### src/rtl/txcmd_pkg.sv
package txcmd_pkg;
  localparam int HDR_BYTES  = 8;
  localparam int FIELD_W    = 11;
  localparam int FIRST_FLAG = 13;
  localparam int LAST_FLAG  = 12;
  localparam int IDX_W      = $clog2(HDR_BYTES);

  typedef enum logic [1:0] {PH_IDLE, PH_HDR, PH_PAY} phase_e;

  typedef struct packed {
    logic takeLen;
    logic startFrame;
    logic hdrStep;
    logic payStep;
  } strobe_t;

  function automatic logic [7:0] hdrByte(input logic [IDX_W-1:0] idx,
                                         input logic [FIELD_W-1:0] len);
    logic [31:0] wordA;
    logic [31:0] wordB;
    logic [63:0] both;
    wordA = 32'(len);
    wordA[FIRST_FLAG] = 1'b1;
    wordA[LAST_FLAG]  = 1'b1;
    wordB = 32'(len);
    both  = {wordB, wordA};
    return both[8*idx +: 8];
  endfunction
endpackage

### src/rtl/txcmd_ctrl.sv
module txcmd_ctrl
  import txcmd_pkg::*;
#(
  parameter int LEN_W   = 12,
  parameter int MAX_LEN = 2047
) (
  input  logic             clk,
  input  logic             rstN,
  input  logic             lenValid,
  input  logic [LEN_W-1:0] lenValue,
  input  logic             pendFull,
  input  logic             hdrDone,
  input  logic             payFinal,
  input  logic             inValid,
  input  logic             outReady,
  output logic             lenReady,
  output logic             lenErr,
  output logic             outValid,
  output logic             inReady,
  output logic             outLast,
  output phase_e           phase,
  output strobe_t          strobes
);
  phase_e phaseNext;
  logic   lenOk, offerTaken, hdrXfer, payXfer, frameEnd;

  assign lenReady   = !pendFull;
  assign offerTaken = lenValid && lenReady;
  assign lenOk      = (lenValue != '0) && (lenValue <= LEN_W'(MAX_LEN));
  assign hdrXfer    = (phase == PH_HDR) && outReady;
  assign payXfer    = (phase == PH_PAY) && inValid && outReady;
  assign frameEnd   = payXfer && payFinal;

  always_comb begin
    strobes.takeLen    = offerTaken && lenOk;
    strobes.startFrame = pendFull && ((phase == PH_IDLE) || frameEnd);
    strobes.hdrStep    = hdrXfer;
    strobes.payStep    = payXfer;
  end

  always_comb begin
    phaseNext = phase;
    unique case (phase)
      PH_IDLE: if (strobes.startFrame) phaseNext = PH_HDR;
      PH_HDR:  if (hdrXfer && hdrDone) phaseNext = PH_PAY;
      PH_PAY:  if (frameEnd) phaseNext = strobes.startFrame ? PH_HDR : PH_IDLE;
      default: phaseNext = PH_IDLE;
    endcase
  end

  always_ff @(posedge clk) begin
    if (!rstN) begin
      phase  <= PH_IDLE;
      lenErr <= 1'b0;
    end else begin
      phase  <= phaseNext;
      lenErr <= offerTaken && !lenOk;
    end
  end

  assign outValid = (phase == PH_HDR) || ((phase == PH_PAY) && inValid);
  assign inReady  = (phase == PH_PAY) && outReady;
  assign outLast  = (phase == PH_PAY) && payFinal;
endmodule

### src/rtl/txcmd_datapath.sv
module txcmd_datapath
  import txcmd_pkg::*;
#(
  parameter int LEN_W = 12
) (
  input  logic             clk,
  input  logic             rstN,
  input  strobe_t          strobes,
  input  phase_e           phase,
  input  logic [LEN_W-1:0] lenValue,
  input  logic [7:0]       inData,
  output logic             pendFull,
  output logic             hdrDone,
  output logic             payFinal,
  output logic [7:0]       outData
);
  logic [FIELD_W-1:0] pendLen, curLen, remain;
  logic [IDX_W-1:0]   idx;

  always_ff @(posedge clk) begin
    if (!rstN) begin
      pendFull <= 1'b0;
      pendLen  <= '0;
      curLen   <= '0;
      remain   <= '0;
      idx      <= '0;
    end else begin
      if (strobes.takeLen) begin
        pendLen  <= lenValue[FIELD_W-1:0];
        pendFull <= 1'b1;
      end else if (strobes.startFrame) begin
        pendFull <= 1'b0;
      end
      if (strobes.startFrame) begin
        curLen <= pendLen;
        remain <= pendLen;
        idx    <= '0;
      end else begin
        if (strobes.hdrStep) idx <= idx + 1'b1;
        if (strobes.payStep) remain <= remain - 1'b1;
      end
    end
  end

  assign hdrDone  = (idx == IDX_W'(HDR_BYTES - 1));
  assign payFinal = (remain == FIELD_W'(1));
  assign outData  = (phase == PH_HDR) ? hdrByte(idx, curLen) : inData;
endmodule

### src/rtl/tx_cmd_prefix.sv
module tx_cmd_prefix
  import txcmd_pkg::*;
#(
  parameter int LEN_W   = 12,
  parameter int MAX_LEN = 2047
) (
  input  logic             clk,
  input  logic             rstN,
  input  logic             lenValid,
  output logic             lenReady,
  input  logic [LEN_W-1:0] lenValue,
  output logic             lenErr,
  input  logic             inValid,
  output logic             inReady,
  input  logic [7:0]       inData,
  output logic             outValid,
  input  logic             outReady,
  output logic [7:0]       outData,
  output logic             outLast
);
  strobe_t strobes;
  phase_e  phase;
  logic    pendFull, hdrDone, payFinal;

  txcmd_ctrl #(.LEN_W(LEN_W), .MAX_LEN(MAX_LEN)) u_ctrl (
    .clk(clk), .rstN(rstN), .lenValid(lenValid), .lenValue(lenValue),
    .pendFull(pendFull), .hdrDone(hdrDone), .payFinal(payFinal),
    .inValid(inValid), .outReady(outReady), .lenReady(lenReady),
    .lenErr(lenErr), .outValid(outValid), .inReady(inReady),
    .outLast(outLast), .phase(phase), .strobes(strobes)
  );

  txcmd_datapath #(.LEN_W(LEN_W)) u_dp (
    .clk(clk), .rstN(rstN), .strobes(strobes), .phase(phase),
    .lenValue(lenValue), .inData(inData), .pendFull(pendFull),
    .hdrDone(hdrDone), .payFinal(payFinal), .outData(outData)
  );
endmodule

### config.mk
export PLATFORM = sky130hd
export DESIGN_NAME = tx_cmd_prefix
export DESIGN_NICKNAME = d
export VERILOG_FILES = /design/src/rtl/txcmd_pkg.sv /design/src/rtl/txcmd_ctrl.sv /design/src/rtl/txcmd_datapath.sv /design/src/rtl/tx_cmd_prefix.sv
export SDC_FILE = /design/constraint.sdc
export NUM_CORES = 1
export LEC_CHECK = 0
export BUFFER_PORTS_ARGS = -buffer_cell sky130_fd_sc_hd__buf_2
export CORE_ASPECT_RATIO = 1.1
export CORE_MARGIN = 10
export CORE_UTILIZATION = 40
export DETAILED_ROUTE_END_ITERATION = 8
export PLACE_DENSITY_LB_ADDON = 0.05
export SLEW_MARGIN = 20
export SYNTH_ARGS = -nofsm -noshare
export SYNTH_HDL_FRONTEND = slang
export SYNTH_SLANG_ARGS = --single-unit
### constraint.sdc
create_clock -name clk -period 3.75 [get_ports clk]
set_clock_uncertainty 0.05 [all_clocks]
set_input_delay 0.1875 -clock clk [delete_from_list [all_inputs] [get_ports clk]]
set_output_delay 0.1875 -clock clk [all_outputs]
set_load 0.01 [all_outputs]
---- Word level (Yosys, flattened, before mapping) ----
Cells that the tools add are included.
operators by class
  shifts and indexed selects .............. 1
  reductions and logical operators ........ 22
  equality and inequality tests ........... 7
  bitwise operators ....................... 1
  magnitude comparators ................... 1
  add/subtract/negate cells ............... 2
  mux-type cells .......................... 10
operators by type and width
  kind                                                              count
  indexed part select 64 x 7 -> 8 bit                               1
  2-to-1 mux 11 bit                                                 2
  less-or-equal comparator 12 x 11 -> 1 bit, second input constant  1
  logical AND 1 bit                                                 12
  nonzero test 12 bit                                               1
  equality test 11 x 1 -> 1 bit, second input constant              1
  subtractor 11 x 1 -> 11 bit, second input constant                1
  2-to-1 mux 8 bit                                                  1
  2-to-1 mux 2 bit                                                  3
  inequality test 2 x 1 -> 1 bit, second input constant             3
  case mux 2 bit (3 select lines)                                   1
  nonzero test 2 bit                                                2
  adder 3 x 1 -> 3 bit, second input constant                       1
  equality test 3 bit, second input constant                        1
  2-to-1 mux 1 bit                                                  3
  AND reduction 3 bit                                               1
  equality test 2 x 1 -> 1 bit, second input constant               1
  equality test 2 bit, second input constant                        1
  logical NOT 1 bit                                                 2
  logical NOT 2 bit                                                 1
  logical OR 1 bit                                                  2
  OR reduction 2 bit                                                1
  NOT 1 bit                                                         1
storage, ports and cells
  input port bits ......................... 25
  bits in registers ....................... 40
  logic and storage cells ................. 51
  output and inout bits ................... 13

---- Depth between registers and ports, before layout ----
  word-level depth ........................ 9
  mapped depth ............................ 7
  depth with buffers taken out ............ 6

---- Modules after synthesis ----
A second synthesis with hierarchy kept.
second synthesis, totals
  cell total of the unflattened synthesis .. 215
  area, all modules ....................... 1,981.9 um^2
modules (own cells, without submodules)
  module          cells an instance  area each (um^2)  seq. area each (um^2)  instances
  txcmd_datapath  187                1,751.7           740.7                  1
  txcmd_ctrl      28                 230.2             60.1                   1

---- Worst setup path before layout ----
No wires, ideal clock.
  path kind ............................... reg2reg
  start ................................... reg u_dp.remain[6]
  end ..................................... reg u_dp.remain[2]
  buffers on the path ..................... 2
  period minus slack after synthesis ...... 2,037 ps
  setup slack ............................. 1,713 ps
  data arrival time ....................... 1,853 ps
  required time ........................... 3,566 ps
  stages on the path, launching flop included .. 7
  setup time .............................. 134 ps
  cells stage by stage .................... dfxtp_1 > or4_1 > buf_2 > or4_4 > buf_6 > a21oi_1 > a211oi_1
on the way
  word-level cells in the longest chain between the ends .. 5
  elaborated cells between the ends (all ways) .. 6
  those cells by class .................... 1 x eq/ne; 1 x mux; 4 x reduce/logical
RTL lines
  item                                                            line                  source
  start, declared                                                 txcmd_datapath.sv:17  logic [FIELD_W-1:0] pendLen, curLen, remain;
  start signal, assigned                                          txcmd_datapath.sv:36  remain <= pendLen;
  start signal, assigned                                          txcmd_datapath.sv:40  if (strobes.payStep) remain <= remain - 1'b1;
  equality test 11 x 1 -> 1 bit (*)                               txcmd_datapath.sv:46  assign payFinal = (remain == FIELD_W'(1));
  logical AND 1 bit (*)                                           txcmd_ctrl.sv:32      assign frameEnd = payXfer && payFinal;
  logical OR 1 bit (*)                                            txcmd_ctrl.sv:36      strobes.startFrame = pendFull && ((phase == PH_IDLE) || frameEnd);
  logical AND 1 bit (*)                                           txcmd_ctrl.sv:36
  2-to-1 mux 11 bit / nonzero test 2 bit (equally long branches)  n/a
Every way passes the cells marked *; elsewhere a longest branch is shown, timed or not.
A chain may end at the register's enable or synchronous reset.

---- Worst setup path after layout ----
  start ................................... reg u_dp.remain[6]
  end ..................................... reg u_dp.remain[8]
on the way
  word-level cells in the longest chain between the ends .. 5
  elaborated cells between the ends (all ways) .. 8
  those cells by class .................... 1 x add/sub; 1 x eq/ne; 2 x mux; 4 x reduce/logical
RTL lines
  item
  branches (longest 5 deep; another with subtractor 11 x 1 -> 11 bit)
Parallel ways; which one is timed is not known. The select of a mux whose other input is x is not followed.

==> results.toml <==
[outcome]
outcome = "finished clean"

[layout]
multi_input_area_um2 = 1160
final_util_pct = 48.0
seqCellArea_um2 = 801
nets = 311
diodes = 0
nFillCells = 528
final_common_cell = "dfxtp_1"
final_cell_mix = "dfxtp_1, buf_2, o21ai_0"
fin_area_um2 = 2420
area_delta_synth_final_pct = 16.5
drive_gt1_share_pct = 19.4

[clock_network]
cts_root_buf = "clkbuf_8"
cts_hold_buf = 0
tritoncts = "yes"
ctsLongestPathBuffers = 2
numClockSinks = 40
numCtsBuffers = 5
cts_resized = 0
clkTransAtPathRegs_ns = 0.08
cts_setup_buffers = 0
htreeDepth = 2
clk_latency_ns = 0.30

[sta]
drv_slew = 0
fmax_mhz = 440
fin_ws_ns = 1.48
rsz0062_at_grt = "no"
fin_crit_sh_pct = 60.6
layout_min_cycle_time_ns = 2.27
tns_ns = 0
worst_pin_slew_ns = 0.760
max_slew_margin_pct = 49.2
setup-violations-final = 0
hold_violations = 0

[logic_synthesis]
synth_nets = 286
synth_top_area_cell = "dfxtp_1"
yosysSeqAreaShare_pct = 38.6
synthCells = 257
yosys_warnings = 0
avgSynthCellArea_um2 = 8.08
netlist_top_cells_area = "dfxtp_1, o21ai_0, nand3_1"
synth_edf_count = 0
yosys_most_used_dff = "dfxtp_1"
ys_ff_latch = 40
postSynth.asyncResetShare_pct = 0
synth.distinct_cells = 44
syn_area_um2 = 2080
yosysTopAreaCellShare_pct = 38.6

[die]
fp.dieH_um = 95.6
core_area_um2 = 5030
design.die.area_um2 = 8470
start_util_pct = 41.2
io_pins = 38
num_rows = 27
die-width_um = 88.7

[critical_path]
slowest_delay_ns = 0.74
cp_max_fo = 21
start_kind = "register"
cp_data_arrival_time_ns = 2.47
crit_type = "register to register"
cp.required_ns = 3.95
cp_cell_sequence = "or4_1, or4_4, a21oi_2, a221o_1"
crit_buf_inv = 0
cp-end-kind = "register"
cp_slowest_cell = "or4_4"
crit_family = "simple AND/OR/NAND/NOR gates"

[route]
drt_iter0_drc = 174
firstDrtPassIters = 4
wire_per_inst_um = 16.7
vias = 1936
viasPerCell = 5.68
antenna_left = 0
drc_errors = 0
totalWireLength_mm = 5.68

[power]
irDropWorstVdd_v = 0.000219
p_per_area_nw_per_um2 = 433
leakage_nw = 0.944

[grt]
grt_pass1_vias = 1842
grt_max_degree = 26
antenna_found_initial = 0
grt_pass1_wl_mm = 9.24
grt-ovfl-total = 0
grt.total_usage_pct = 13.8

[placement]
pre_cts_ws_ns = 1.52
port_buffers = 37
dpl_cell_area_um2 = 2260
hpwl_mm = 4.12
gp_congestion = 0.905

[job]
drv_cap = 0

[hold_path]
hold_path.class = "primary input to register"
-- metal layers --
layer	vias up	GRT usage (%)	wire [um]
met4	0	4.31	69
met5	-	0	0
met3	6	3.75	332
met1	889	18.3	2640
li1	991	-	-
met2	50	21.1	2630
-- final timing paths --
path	start	endpoint	slack, ns	cells after the start
max	u_dp.remain[6]	u_dp.remain[8]	1.48	4
min	lenValue[9]	u_dp.pendLen[9]	0.07	3
max reg2reg	u_dp.remain[6]	u_dp.remain[8]	1.48	4
min reg2reg	u_dp.pendLen[0]	u_dp.pendLen[0]	0.42	2
-- area by class of cell --
| cell class | instances | share of cell area (%) |
|---|---|---|
| multi-input cells | 189 | 47.9 |
| clock buffers | 5 | 2.85 |
| repair buffers | 39 | 8.28 |
| well taps | 58 | 3.00 |
| inverters | 7 | 1.09 |
| flip-flops and latches | 40 | 33.1 |
| clock inverters | 3 | 3.73 |
-- cells in the mapped netlist (4+ instances only) --
cell	count
a211oi_1	5
a21oi_1	23
a22o_1	5
clkbuf_1	14
dfxtp_1	40
ha_1	4
inv_1	6
mux2i_1	6
nand2_1	18
nand2b_1	5
nand3_1	27
nor2_1	13
nor3_1	6
o21ai_0	29
or3_1	5
or4_1	6
xor2_1	4
-- report_power, final --
part | total (mW) | switching, mW | internal, mW
logic | 0.0998 | 0.0586 | 0.0412
registers | 0.451 | 0.0143 | 0.437
clock network | 0.496 | 0.163 | 0.333
total | 1.05 | 0.236 | 0.811
-- cell families after synthesis --
kind of cell	after synthesis	share of synthesized area, %
adders and majority gates	4	2.41
DFF	40	38.6
muxes	6	2.89
AOI/OAI and AO/OA	76	22.7
and+or+nand+nor	96	24.9
xor gates and xnor gates	7	2.95
buffers and inverters	28	5.61
-- worst min-delay path: cells and delay by family --
family	cells	cell delay, ns
AO/OA/AOI/OAI	1	0.06
buffers and inverters	1	0.08
AND/OR/NAND/NOR	1	0.05
-- flip-flops by register name, summed over array words and instances, names as in the netlist --
| name | count |
|---|---|
| u_dp.pendFull | 1 |
| u_dp.curLen | 11 |
| u_dp.remain | 11 |
| u_dp.idx | 3 |
| u_ctrl.phase | 2 |
| u_dp.pendLen | 11 |
| u_ctrl.lenErr | 1 |
-- stage by stage --
step / power (mW) / hold slack [ns] / std cells
finish: 1.05 / 0.0657 / 341
global route: 1.08 / 0.0822 / 341
CTS: 1.05 / 0.0622 / 341
detailed placement: 0.561 / 0.374 / 333
global placement: 0.561 / 0.369 / 333
floorplan: 0.524 / 0.268 / 257
No activity file was read; power rests on OpenSTA's default activity.
